<file path="src/rtl/disp_pkg.sv">
package disp_pkg;
  function automatic int ceil_div(input int num, input int den);
    return (num + den - 1) / den;
  endfunction
endpackage

</file>
<file path="src/rtl/blk_calc.sv">
module blk_calc #(
  parameter int THR_W = 10,
  parameter int TPB   = 4,
  parameter int CNT_W = 9,
  parameter int TC_W  = 3
) (
  input  logic [THR_W-1:0] total_threads,
  output logic [CNT_W-1:0] total_blocks,
  output logic [TC_W-1:0]  last_threads
);
  import disp_pkg::*;
  localparam logic [THR_W-1:0] TPB_V = THR_W'(TPB);

  logic [THR_W-1:0] rem;

  always_comb begin
    total_blocks = CNT_W'(ceil_div(int'(total_threads), TPB));
    rem          = total_threads % TPB_V;
    last_threads = (rem == '0) ? TC_W'(TPB) : TC_W'(rem);
  end
endmodule

</file>
<file path="src/rtl/disp_alloc.sv">
module disp_alloc #(
  parameter int NC    = 4,
  parameter int CNT_W = 9
) (
  input  logic             en,
  input  logic [NC-1:0]    ready,
  input  logic [CNT_W-1:0] base,
  input  logic [CNT_W-1:0] limit,
  output logic [NC-1:0]    grant,
  output logic [CNT_W-1:0] ids [NC],
  output logic [CNT_W-1:0] next_cnt
);
  logic [CNT_W-1:0] run;

  // running value advances inside the loop so each ready core sees a fresh ID
  always_comb begin
    run = base;
    for (int i = 0; i < NC; i++) begin
      grant[i] = 1'b0;
      ids[i]   = run;
      if (en && ready[i] && (run < limit)) begin
        grant[i] = 1'b1;
        run      = run + 1'b1;
      end
    end
    next_cnt = run;
  end


  always_comb begin
    grant_cap_chk: assert (!en || (base > limit) || (next_cnt <= limit));
  end
endmodule

</file>
<file path="src/rtl/done_tally.sv">
module done_tally #(
  parameter int NC    = 4,
  parameter int CNT_W = 9
) (
  input  logic [NC-1:0]    events,
  output logic [CNT_W-1:0] count
);
  always_comb begin
    count = '0;
    for (int i = 0; i < NC; i++) count = count + CNT_W'(events[i]);
  end
endmodule

</file>
<file path="src/rtl/block_dispatcher.sv">
module block_dispatcher #(
  parameter int NUM_CORES = 4,
  parameter int TPB       = 4,
  parameter int ID_W      = 8,
  parameter int THR_W     = 10,
  parameter int TC_W      = $clog2(TPB + 1)
) (
  input  logic                      clk,
  input  logic                      rst,
  input  logic                      launch,
  input  logic [THR_W-1:0]          total_threads,
  input  logic [NUM_CORES-1:0]      core_done,
  output logic [NUM_CORES-1:0]      core_start,
  output logic [NUM_CORES-1:0]      core_reset,
  output logic [NUM_CORES*ID_W-1:0] core_block_id,
  output logic [NUM_CORES*TC_W-1:0] core_threads,
  output logic                      kernel_done
);
  localparam int CNT_W = ID_W + 1;

  logic [CNT_W-1:0] disp_cnt, done_cnt;
  logic [CNT_W-1:0] total_blocks, alloc_next, done_inc;
  logic [TC_W-1:0]  last_threads;
  logic [NUM_CORES-1:0] grant, finish;
  logic [CNT_W-1:0] alloc_ids [NUM_CORES];
  logic [ID_W-1:0]  id_q  [NUM_CORES];
  logic [TC_W-1:0]  thr_q [NUM_CORES];

  blk_calc #(.THR_W(THR_W), .TPB(TPB), .CNT_W(CNT_W), .TC_W(TC_W)) u_calc (
    .total_threads(total_threads),
    .total_blocks (total_blocks),
    .last_threads (last_threads)
  );

  disp_alloc #(.NC(NUM_CORES), .CNT_W(CNT_W)) u_alloc (
    .en      (launch),
    .ready   (core_reset),
    .base    (disp_cnt),
    .limit   (total_blocks),
    .grant   (grant),
    .ids     (alloc_ids),
    .next_cnt(alloc_next)
  );

  assign finish = core_start & core_done;

  done_tally #(.NC(NUM_CORES), .CNT_W(CNT_W)) u_tally (
    .events(finish),
    .count (done_inc)
  );

  always_ff @(posedge clk) begin
    if (rst) begin
      disp_cnt    <= '0;
      done_cnt    <= '0;
      core_start  <= '0;
      core_reset  <= '1;
      kernel_done <= 1'b0;
      for (int i = 0; i < NUM_CORES; i++) begin
        id_q[i]  <= '0;
        thr_q[i] <= '0;
      end
    end else if (launch) begin
      disp_cnt    <= alloc_next;
      done_cnt    <= done_cnt + done_inc;
      kernel_done <= (done_cnt == total_blocks);
      for (int i = 0; i < NUM_CORES; i++) begin
        if (core_reset[i]) begin
          core_reset[i] <= 1'b0;
          if (grant[i]) begin
            core_start[i] <= 1'b1;
            id_q[i]       <= alloc_ids[i][ID_W-1:0];
            thr_q[i]      <= (alloc_ids[i] == total_blocks - 1'b1) ? last_threads : TC_W'(TPB);
          end
        end
        if (finish[i]) begin
          core_start[i] <= 1'b0;
          core_reset[i] <= 1'b1;
        end
      end
    end
  end

  for (genvar g = 0; g < NUM_CORES; g++) begin : g_flat
    assign core_block_id[g*ID_W +: ID_W] = id_q[g];
    assign core_threads[g*TC_W +: TC_W]  = thr_q[g];
  end


  dispatch_cap_chk: assert property (@(posedge clk) disable iff (rst)
    launch |-> disp_cnt <= total_blocks);

  completion_order_chk: assert property (@(posedge clk) disable iff (rst)
    done_cnt <= disp_cnt);

  start_reset_excl_chk: assert property (@(posedge clk) disable iff (rst)
    (core_start & core_reset) == '0);

  id_step_chk: assert property (@(posedge clk) disable iff (rst)
    (launch && $past(launch)) |->
      int'(disp_cnt) == int'($past(disp_cnt)) + $countones(core_start & ~$past(core_start)));

  idle_at_end_chk: assert property (@(posedge clk) disable iff (rst)
    kernel_done |-> core_start == '0);

  hold_when_idle_chk: assert property (@(posedge clk) disable iff (rst)
    (!$past(launch) && !$past(rst)) |-> $stable(disp_cnt) && $stable(done_cnt));
endmodule

</file>
<file path="config.mk">
export PLATFORM = sky130hd
export DESIGN_NAME = block_dispatcher
export DESIGN_NICKNAME = d
export VERILOG_FILES = /design/src/rtl/disp_pkg.sv /design/src/rtl/blk_calc.sv /design/src/rtl/disp_alloc.sv /design/src/rtl/done_tally.sv /design/src/rtl/block_dispatcher.sv
export SDC_FILE = /design/constraint.sdc
export NUM_CORES = 1
export LEC_CHECK = 0
export BUFFER_PORTS_ARGS = -buffer_cell sky130_fd_sc_hd__buf_4
export CAP_MARGIN = 20
export CORE_UTILIZATION = 54
export DETAILED_ROUTE_END_ITERATION = 12
export PLACE_DENSITY_LB_ADDON = 0.15
export SYNTH_ARGS = -nofsm -noshare
export SYNTH_HDL_FRONTEND = slang
export SYNTH_HIERARCHICAL = 1
export SYNTH_SLANG_ARGS = --single-unit
</file>
<file path="constraint.sdc">
create_clock -name clk -period 8.7 [get_ports clk]
set_input_delay 0.435 -clock clk [delete_from_list [all_inputs] [get_ports clk]]
set_output_delay 0.435 -clock clk [all_outputs]
set_load 0.05 [all_outputs]
</file>
After elaboration in Yosys (flattened, before gate mapping) --
Memories as Yosys holds them, arrays and structs flattened. Cells that the tools add are included.
Storage, ports and cells: bits in registers 27, RAM bits 44, bits of input ports 17, output and inout bits 53, memories kept 2
Cells by class: add/sub/neg operators 12, magnitude comparators 4, equal/unequal tests 5, mux-type cells 59, bitwise operators 10, reductions and logical operators 22
Memory list:
- id_q | words 4, width 8, read ports 4, clocked after memory_dff 0, write ports 4, RTL line block_dispatcher.sv:26 | logic [ID_W-1:0] id_q [NUM_CORES];
- thr_q | words 4, width 3, read ports 4, clocked after memory_dff 0, write ports 4, RTL line block_dispatcher.sv:27 | logic [TC_W-1:0] thr_q [NUM_CORES];
Operators by type and width (number):
- $eq 9x9->1 | 5
- $mux 1 | 42
- $add 9x1->9 const B | 4
- $lt 9x9->1 | 4
- $mux 9 | 4
- $mux 8 | 4
- $add 9x1->9 | 3
- $mux 3 | 9
- $reduce_bool 2->1 | 8
- $reduce_and 3->1 | 4
- $sub 11x1->12 const B | 1
- $add 10x3->11 const B | 1
- $logic_not 10->1 | 1
- $add 9x9->9 | 1
- $sub 9x1->9 const B | 1
- $logic_and 1x1->1 | 8
- $or 1x1->1 | 8
- $and 4x4->4 | 1
- $add 1x1->2 | 1
- $reduce_or 2->1 | 1
- $and 1x1->1 | 1

Longest topological paths before layout --
Gate-level depths: netlist of the first run.
word-level depth 23, gate-level depth with buffers 45

Cells and area by module --
Netlist of the first run, hierarchy kept.
By module, submodules not included:
- block_dispatcher | times used 1, cells an instance 397, area each 4097.7 um^2, seq. area each 1861.8 um^2
- disp_alloc | times used 1, cells an instance 221, area each 1920.6 um^2, seq. area each 0.0 um^2
- blk_calc | times used 1, cells an instance 21, area each 140.1 um^2, seq. area each 0.0 um^2
- done_tally | times used 1, cells an instance 10, area each 93.8 um^2, seq. area each 0.0 um^2

Worst setup path before layout of the first run --
No wires, ideal clock.
path type input port to flip-flop, start input port total_threads[1], end memory thr_q[3][1] (data pin), arrival 9152 ps, data required time 8445 ps, path slack -707 ps, stages 44, path through o2111a_2 > nand3_1 > xnor2_1 > inv_1 > ha_1 > a211oi_2 > o21ai_2 > a211oi_4 > and4_1 > nand3_1 > xor2_1 > inv_1 > ha_1 > a211oi_1 > o2111a_1 > o211ai_1 > a211oi_4 > o22ai_2 > (+8 left out) > a21o_1 > inv_2 > and3_1 > xnor2_1 > inv_1 > ha_1 > a21o_1 > nand2_1 > a31oi_1 > o21a_1 > o21ai_0 > and4b_1 > o21ai_0 > a21boi_1 > inv_1 > and3_1 > clkbuf_1 > and3_1
RTL lines:
- start: declaration | RTL line block_dispatcher.sv:11 | input logic [THR_W-1:0] total_threads,
- end: declaration | RTL line block_dispatcher.sv:27

==> results of run 1 <==
## logic make-up after synthesis
kind of cell / after synthesis
fa+ha+maj: 49
simple gates: 225
mux: 23
xor+xnor: 90
compound gates: 120
buf+inv: 70
other cells: 1
flops: 71
## stage by stage
step / hold WS (ns) / std cells
global placement: 0.452 / 873
global route: 0.434 / 909
floorplan: 0.475 / 654
detailed placement: 0.454 / 873
CTS: 0.424 / 889
finish: 0.422 / 909
## power by group through the flow
| stage | combinational [mW] | sequential [mW] | clock [mW] |
|---|---|---|---|
| after global placement | 0.433 | 0.410 | 0 |
| final | 0.465 | 0.404 | 0.343 |
| after detailed placement | 0.444 | 0.411 | 0 |
| after floorplan | 0.265 | 0.457 | 0 |
| after CTS | 0.447 | 0.404 | 0.345 |
| after global routing | 0.499 | 0.406 | 0.359 |
## metal layers
layer,global-route usage,share of wire
met5,0,0
met4,0.134,0.029
met3,0.0611,0.079
met2,0.531,0.47
met1,0.421,0.42
## path summary, 6_finish.rpt
path / depth (start not counted) / end / startpoint / slack (ns)
min reg2reg: 2 / kernel_done / kernel_done / 0.47
max reg2reg: 42 / disp_cnt[6] / disp_cnt[8] / 0.71
max: 46 / disp_cnt[6] / total_threads[1] / 0.31
min: 3 / core_start[3] / core_done[3] / 0.42
## registers in the layout, indices dropped and copies added, names as in the netlist
name         cells
id_q            32
thr_q           12
kernel_done      1
done_cnt         9
core_reset       4
disp_cnt         9
core_start       4
## worst reg2reg max path: cells and delay by family, from the launching register on
kind                       cells  cell delay, ns
AOI/OAI and AO/OA             17            2.92
and+or+nand+nor               11            1.93
adders and majority gates      4            0.92
buffers and inverters          5            0.56
xor gates and xnor gates       3            0.54
DFF                            1            0.53
muxes                          2            0.48
## Yosys cell counts, drive strengths merged, types with 6 or more instances
cell | number | area share
xnor2 | 66 | 0.11
ha | 47 | 0.094
nor2 | 47 | 0.028
edfxtp | 44 | 0.21
and2 | 42 | 0.042
dfxtp | 27 | 0.086
inv | 27 | 0.016
o21ai | 25 | 0.022
buf | 24 | 0.026
nand3 | 24 | 0.020
a21oi | 23 | 0.020
nand2 | 22 | 0.013
nor3 | 21 | 0.017
xor2 | 21 | 0.032
clkbuf | 18 | 0.011
and3 | 17 | 0.017
mux2i | 17 | 0.027
nand4 | 12 | 0.013
a211o | 8 | 0.011
nand2b | 8 | 0.0080
a211oi | 7 | 0.013
a31oi | 7 | 0.0070
a21boi | 6 | 0.0078
a21o | 6 | 0.0072
mux2 | 6 | 0.011
nor4 | 6 | 0.014
o21a | 6 | 0.0072
## final cells by class
class                   instances  area (µm²)
multi-input cells             513        4410
repair buffers                141        1060
flip-flops and latches         71        1860
fillers                       865        3190
clock buffers                  11         233
well taps                     140         175
inverters                      28         105
clock inverters                 5        35.0
## timing repair
| action | CTS | global route |
|---|---|---|
| hold buffers | 0 | 0 |
| setup endpoints to repair | 0 | 32 |
| buffers inserted | 0 | 20 |
| resized for setup | 0 | 25 |
==> flow_summary.html, run 1 <==
<table>
<tr><th>Metric</th><th>Value</th></tr>
<tr><th colspan="2">Outcome</th></tr>
<tr><td>Result of the run</td><td>complete, no violations</td></tr>
<tr><th colspan="2">Logic synthesis</th></tr>
<tr><td>Proportion of register bits with asynchronous set or reset after synthesis</td><td>0</td></tr>
<tr><td>Share of synthesized area occupied by flip-flops and latches</td><td>0.298</td></tr>
<tr><td>Synthesized area</td><td>6250 µm²</td></tr>
<tr><td>Post-Synthesis Mean Instance Area</td><td>between 9 and 10 µm²</td></tr>
<tr><td>Number of instances in the synthesized netlist</td><td>between 600 and 700</td></tr>
<tr><td>Most instantiated flip-flop cell in the synthesis netlist</td><td>edfxtp_1</td></tr>
<tr><td>Register bit total from synthesis</td><td>between 70 and 80</td></tr>
<tr><td>Count of yosys warnings during synthesis</td><td>6</td></tr>
<tr><td>Count of distinct cell types in the synthesized netlist</td><td>86</td></tr>
<tr><td>Simple-gate share of the synthesized area</td><td>0.212</td></tr>
<tr><td>Main combinational cell family by area after synthesis</td><td>simple AND/OR/NAND/NOR gates</td></tr>
<tr><td>Synthesized-area fraction occupied by adder cells</td><td>0.100</td></tr>
<tr><td>EDFF count, synth</td><td>44</td></tr>
<tr><td>XOR/XNOR share of the synthesized area</td><td>0.151</td></tr>
<tr><td>Compound-Gate Fraction of Synth Area</td><td>0.145</td></tr>
<tr><td>Post-synthesis mux area share</td><td>0.0386</td></tr>
<tr><th colspan="2">Setup path</th></tr>
<tr><td>Cell family with most CP delay</td><td>compound AO/OA/AOI/OAI gates</td></tr>
<tr><td>CP Data Required Time</td><td>between 8 and 9 ns</td></tr>
<tr><td>Critical path capture point type</td><td>flop</td></tr>
<tr><td>Worst path most repeated cell</td><td>a21o_1</td></tr>
<tr><td>Buffering stage count on the worst path with inverters included</td><td>7</td></tr>
<tr><td>Highest fanout seen on the critical path</td><td>6</td></tr>
<tr><td>Crit path arrival time</td><td>between 8 and 9 ns</td></tr>
<tr><td>Largest stage delay on the critical path</td><td>0.43 ns</td></tr>
<tr><td>Critical path startpoint category</td><td>primary input</td></tr>
<tr><td>CP Class</td><td>primary input to flop</td></tr>
<tr><td>Cell at the slowest stage of the critical path</td><td>xnor2_1</td></tr>
<tr><th colspan="2">STA</th></tr>
<tr><td>Final number of setup-violating endpoints</td><td>0</td></tr>
<tr><td>Worst slew margin relative to its limit</td><td>0.566</td></tr>
<tr><td>Maximum achievable frequency</td><td>119 MHz</td></tr>
<tr><td>Final setup margin</td><td>about 0.31 ns</td></tr>
<tr><td>Setup skew after layout</td><td>approximately 0.008 ns</td></tr>
<tr><td>Transition time at the pin with the least slew margin</td><td>0.648 ns</td></tr>
<tr><td>Final-report max-slew violation count</td><td>0</td></tr>
<tr><td>Hold violation total from the final report</td><td>0</td></tr>
<tr><td>Final worst path period share</td><td>0.964</td></tr>
<tr><td>Final total negative setup slack</td><td>0 ns</td></tr>
<tr><td>Min cycle time layout</td><td>8.39 ns</td></tr>
<tr><th colspan="2">Placed design</th></tr>
<tr><td>Post-place instance area</td><td>7340 µm²</td></tr>
<tr><td>Port Buffers</td><td>69</td></tr>
<tr><td>Detailed Place HPWL</td><td>14100 µm</td></tr>
<tr><td>Post-Place Setup Slack</td><td>-0.235 ns</td></tr>
<tr><td>Routability cong.</td><td>~1.0</td></tr>
<tr><th colspan="2">Clocking</th></tr>
<tr><td>Clk buf depth</td><td>2</td></tr>
<tr><td>CTS tree</td><td>done</td></tr>
<tr><td>Clock latency at the later pin of the worst-skew pair</td><td>0.35 ns</td></tr>
<tr><td>Total CTS buffers</td><td>9</td></tr>
<tr><td>H-Tree Level Count</td><td>3</td></tr>
<tr><td>CTS Root Buffer Type</td><td>clkbuf_16</td></tr>
<tr><td>Clk sinks</td><td>71</td></tr>
<tr><td>Clock-pin slew reported for the worst setup and hold paths after clock tree synthesis</td><td>around 0.060 ns</td></tr>
<tr><th colspan="2">Finish</th></tr>
<tr><td>Commonest non-fill, non-tap cells in the layout</td><td>buf_4 (140), xnor2_1 (48), nor2_1 (44), edfxtp_1 (44), ha_1 (41)</td></tr>
<tr><td>Most frequent standard cell in the layout excluding fill and tap cells</td><td>buf_4</td></tr>
<tr><td>Fraction of layout cells with a size suffix above 1</td><td>0.328</td></tr>
<tr><td>Area growth, synth to finish</td><td>26.1%</td></tr>
<tr><td>Fraction of the core area covered by cells at the end of the flow</td><td>0.712</td></tr>
<tr><td>Post-route cell area</td><td>a little under 8000 µm²</td></tr>
<tr><td>Final nets</td><td>830</td></tr>
<tr><td>Antenna Cells</td><td>0</td></tr>
<tr><th colspan="2">Floorplanning</th></tr>
<tr><td>Die height</td><td>roughly 110 µm</td></tr>
<tr><td>Die footprint</td><td>12000 µm²</td></tr>
<tr><td>Number of cell rows</td><td>38</td></tr>
<tr><td>Core Area</td><td>approximately 11000 µm²</td></tr>
<tr><td>Effective utilization at floorplan</td><td>0.564</td></tr>
<tr><td>IO Pins</td><td>70</td></tr>
<tr><td>Horizontal die dimension</td><td>between 100 and 150 µm</td></tr>
<tr><th colspan="2">Pwr</th></tr>
<tr><td>Total internal power</td><td>roughly 0.76 mW</td></tr>
<tr><td>LEAKAGE</td><td>3.43 nW</td></tr>
<tr><td>Net switching fraction of the power</td><td>0.376</td></tr>
<tr><td>Clock network fraction of total power</td><td>0.283</td></tr>
<tr><td>Power share of the sequential group</td><td>0.333</td></tr>
<tr><td>Total power of the final layout</td><td>between 1 and 1.5 mW</td></tr>
<tr><td>Cell Pwr Density</td><td>between 150 and 200 nW/µm²</td></tr>
<tr><td>Fraction of power consumed by combinational cells</td><td>0.384</td></tr>
<tr><td>Worst supply voltage drop on vdd</td><td>0.119 mV</td></tr>
<tr><td>Net switching power of the design</td><td>0.456 mW</td></tr>
<tr><th colspan="2">Detailed routing</th></tr>
<tr><td>Wire length per cell</td><td>20.6 µm</td></tr>
<tr><td>Total via count in the routed design</td><td>5568</td></tr>
<tr><td>Drt first-iter violations</td><td>385</td></tr>
<tr><td>Routed Wire Length</td><td>18700 µm</td></tr>
<tr><td>Number of detailed-route iterations in the first pass</td><td>5</td></tr>
<tr><td>Antenna-violating nets left</td><td>0</td></tr>
<tr><td>Mean number of vias per cell</td><td>6.13</td></tr>
<tr><td>Post-route DRC violation count</td><td>0</td></tr>
<tr><th colspan="2">GRT</th></tr>
<tr><td>Number of global-route vias before repair</td><td>5249</td></tr>
<tr><td>GRT overflow</td><td>0</td></tr>
<tr><td>Global-route usage over all layers</td><td>0.325</td></tr>
<tr><td>Pin count of the biggest net entering global routing</td><td>36</td></tr>
<tr><td>Number of antenna violations at the first check in global routing</td><td>0</td></tr>
<tr><td>Wire length of the first global-routing pass</td><td>28200 µm</td></tr>
<tr><th colspan="2">Hold path</th></tr>
<tr><td>Worst Hold Class</td><td>primary input to flop</td></tr>
<tr><th colspan="2">Flow run</th></tr>
<tr><td>Max cap viols</td><td>0</td></tr>
</table>
Note: power is estimated with default switching activity, not from simulation.
==> run 2: changes to the inputs <==
- CORE_UTILIZATION: 54 -> 50
==> run 2 against run 1 <==
Count of clock-buffer cells in the layout up 1; flip-flop and latch count did not move; combinational power fell by 3%; critical path depth is the same; routed wire length shrank 3.0%; register-to-register slack improved by 0.03 ns; non-clock buffer count shrank 17; first-iteration DRC count increased by 31%; total power grew 0.92%; global-route usage shrank 3.8 points; sequential power hardly changed; sequential share of layout area rose by 0.27 points; largest power group unchanged.
==> flow_summary.html, run 2 (synthesis results as in run 1) <==
<table>
<tr><th>Metric</th><th>Value</th></tr>
<tr><th colspan="2">Hold path</th></tr>
<tr><td>Worst Hold Class</td><td>primary input to flop</td></tr>
<tr><th colspan="2">Clocking</th></tr>
<tr><td>Clk buf depth</td><td>2 (unchanged)</td></tr>
<tr><td>Clock latency at the later pin of the worst-skew pair</td><td>0.35 ns (about the same)</td></tr>
<tr><td>CTS tree</td><td>done</td></tr>
<tr><td>Clock-pin slew reported for the worst setup and hold paths after clock tree synthesis</td><td>0.06 ns (about the same)</td></tr>
<tr><td>CTS Root Buffer Type</td><td>clkbuf_16</td></tr>
<tr><td>Clk sinks</td><td>71 (unchanged)</td></tr>
<tr><td>H-Tree Level Count</td><td>3 (unchanged)</td></tr>
<tr><td>Total CTS buffers</td><td>9 (unchanged)</td></tr>
<tr><th colspan="2">Setup path</th></tr>
<tr><td>CP Class</td><td>primary input to flop</td></tr>
<tr><td>Critical path capture point type</td><td>flop</td></tr>
<tr><td>Crit path arrival time</td><td>8.63 ns (about the same)</td></tr>
<tr><td>Largest stage delay on the critical path</td><td>0.38 ns (-0.05 ns)</td></tr>
<tr><td>Highest fanout seen on the critical path</td><td>6 (unchanged)</td></tr>
<tr><td>Critical path startpoint category</td><td>primary input</td></tr>
<tr><td>CP Data Required Time</td><td>8.93 ns (about the same)</td></tr>
<tr><td>Cell at the slowest stage of the critical path</td><td>nor4_4</td></tr>
<tr><th colspan="2">Pwr</th></tr>
<tr><td>Total power of the final layout</td><td>1.22 mW (+0.92%)</td></tr>
<tr><td>LEAKAGE</td><td>3.36 nW (-2.2%)</td></tr>
<tr><td>Power share of the sequential group</td><td>0.331 (-0.002)</td></tr>
<tr><td>Clock network fraction of total power</td><td>0.300 (+0.017)</td></tr>
<tr><td>Net switching fraction of the power</td><td>0.366 (-0.0104)</td></tr>
<tr><td>Worst supply voltage drop on vdd</td><td>0.0852 mV (-28%)</td></tr>
<tr><td>Cell Pwr Density</td><td>157 nW/µm² (+2.1%)</td></tr>
<tr><td>Fraction of power consumed by combinational cells</td><td>0.369 (-0.015)</td></tr>
<tr><td>Total internal power</td><td>0.775 mW (+2.6%)</td></tr>
<tr><td>Net switching power of the design</td><td>0.448 mW (-1.9%)</td></tr>
<tr><th colspan="2">STA</th></tr>
<tr><td>Worst slack on hold paths</td><td>0.433 ns (+0.0109 ns)</td></tr>
<tr><td>Final-report max-slew violation count</td><td>0 (unchanged)</td></tr>
<tr><td>Worst slew margin relative to its limit</td><td>0.582 (+0.0157)</td></tr>
<tr><td>Final number of setup-violating endpoints</td><td>0 (unchanged)</td></tr>
<tr><td>Setup skew after layout</td><td>0.0103 ns (+0.00213 ns)</td></tr>
<tr><td>Maximum achievable frequency</td><td>119 MHz (-0.16%)</td></tr>
<tr><td>Min cycle time layout</td><td>8.40 ns (+0.0137 ns)</td></tr>
<tr><td>Final worst path period share</td><td>0.966 (+0.00158)</td></tr>
<tr><td>Transition time at the pin with the least slew margin</td><td>0.627 ns (-0.0212 ns)</td></tr>
<tr><td>Hold violation total from the final report</td><td>0 (unchanged)</td></tr>
<tr><th colspan="2">GRT</th></tr>
<tr><td>Number of antenna violations at the first check in global routing</td><td>0 (unchanged)</td></tr>
<tr><td>Global-route usage over all layers</td><td>0.287 (-0.0377)</td></tr>
<tr><td>Number of global-route vias before repair</td><td>5177 (-1.4%)</td></tr>
<tr><td>Pin count of the biggest net entering global routing</td><td>36 (unchanged)</td></tr>
<tr><td>GRT overflow</td><td>0 (unchanged)</td></tr>
<tr><td>Wire length of the first global-routing pass</td><td>27800 µm (-1.5%)</td></tr>
<tr><th colspan="2">Detailed routing</th></tr>
<tr><td>Antenna-violating nets left</td><td>0 (unchanged)</td></tr>
<tr><td>Wire length per cell</td><td>19.8 µm (-4.2%)</td></tr>
<tr><td>Mean number of vias per cell</td><td>5.87 (-4.1%)</td></tr>
<tr><td>Routed Wire Length</td><td>18200 µm (-3.0%)</td></tr>
<tr><td>Drt first-iter violations</td><td>506 (+31%)</td></tr>
<tr><td>Post-route DRC violation count</td><td>0 (unchanged)</td></tr>
<tr><td>Total via count in the routed design</td><td>5404 (-2.9%)</td></tr>
<tr><td>Number of detailed-route iterations in the first pass</td><td>5 (unchanged)</td></tr>
<tr><th colspan="2">Floorplanning</th></tr>
<tr><td>Number of cell rows</td><td>40 (+5.3%)</td></tr>
<tr><td>Core Area</td><td>12100 µm² (+9.3%)</td></tr>
<tr><td>Effective utilization at floorplan</td><td>0.516 (-0.0482)</td></tr>
<tr><td>Die height</td><td>114 µm (+3.9%)</td></tr>
<tr><td>Die footprint</td><td>13000 µm² (+7.9%)</td></tr>
<tr><td>IO Pins</td><td>70 (unchanged)</td></tr>
<tr><td>Horizontal die dimension</td><td>114 µm (+3.9%)</td></tr>
<tr><th colspan="2">Finish</th></tr>
<tr><td>Most frequent standard cell in the layout excluding fill and tap cells</td><td>buf_4</td></tr>
<tr><td>Antenna Cells</td><td>0 (unchanged)</td></tr>
<tr><td>Max FFs per register</td><td>32 (unchanged)</td></tr>
<tr><td>Register containing the most flip-flops in the final layout</td><td>id_q</td></tr>
<tr><td>Final nets</td><td>813 (-2.0%)</td></tr>
<tr><td>Largest regs</td><td>id_q: 32 flops, thr_q: 12 flops</td></tr>
<tr><td>Area growth, synth to finish</td><td>24.7%</td></tr>
<tr><td>Fraction of the core area covered by cells at the end of the flow</td><td>0.644 (-0.0682)</td></tr>
<tr><td>Number of standard cells in the layout, taps in and fillers out</td><td>920 (+1.2%)</td></tr>
<tr><td>Post-route cell area</td><td>7800 µm² (-1.1%)</td></tr>
<tr><td>Commonest non-fill, non-tap cells in the layout</td><td>buf_4 (122), xnor2_1 (48), nor2_1 (45)</td></tr>
<tr><td>Fraction of layout cells with a size suffix above 1</td><td>0.306 (-0.0218)</td></tr>
<tr><th colspan="2">Placed design</th></tr>
<tr><td>Detailed Place HPWL</td><td>13800 µm (-2.2%)</td></tr>
<tr><td>Post-place instance area</td><td>7370 µm² (+0.37%)</td></tr>
<tr><td>Number of placed instances, taps included</td><td>900 (+3.1%)</td></tr>
<tr><td>Routability cong.</td><td>0.948 (-6.3%)</td></tr>
<tr><td>Port Buffers</td><td>69 (unchanged)</td></tr>
<tr><th colspan="2">Outcome</th></tr>
<tr><td>Result of the run</td><td>complete, no violations</td></tr>
<tr><th colspan="2">Flow run</th></tr>
<tr><td>Max cap viols</td><td>0 (unchanged)</td></tr>
</table>
## run 2: per-layer routing
metal,part of all wire,global-route usage,wire length [µm]
met1,0.41,0.368,7510
met2,0.49,0.483,8820
met3,0.079,0.0494,1440
met4,0.022,0.111,402
met5,0,0,0
## run 2: worst paths after layout
kind               startpoint            end  slack (ns)  depth (start not counted)
max          total_threads[1]    disp_cnt[8]        0.30                         46
min              core_done[3]  core_start[3]        0.43                          3
max reg2reg       disp_cnt[7]    disp_cnt[8]        0.74                         40
min reg2reg       kernel_done    kernel_done        0.46                          2
## run 2: worst max-delay path, delay by kind of cell
kind                     cells  cell delay (ns)
AO/OA/AOI/OAI               19             3.32
XOR/XNOR                     4             0.67
adder cells (fa/ha/maj)      4             1.05
buffers and inverters        6             0.76
multiplexers                 2             0.48
AND/OR/NAND/NOR             11             1.89
## run 2: cell type report
cell class,instances,area [µm²]
inverters,28,105
fillers,1014,4320
multi-input cells,513,4390
repair buffers,124,938
well taps,168,210
flip-flops and latches,71,1860
clock buffers,12,268
clock inverters,4,27.5
## run 2: what timing repair did
action | CTS | global route
buffers inserted | 0 | 4
setup endpoints to repair | 0 | 30
hold buffers | 0 | 0
gates resized for setup | 0 | 22
## run 2: stage by stage
stage | setup slack, ns | setup TNS, ns
after floorplan | 0.00723 | 0
after global placement | 0.233 | 0
after detailed placement | 0.0716 | 0
after CTS | 0.411 | 0
after global routing | -0.0830 | -0.0900
final | 0.300 | 0
## run 2: power groups by stage
stage | sequential (mW) | combinational (mW) | clock [mW]
finish | 0.405 | 0.451 | 0.367
global route | 0.407 | 0.483 | 0.384
CTS | 0.404 | 0.441 | 0.373
detailed placement | 0.411 | 0.439 | 0
global placement | 0.410 | 0.428 | 0
floorplan | 0.457 | 0.265 | 0
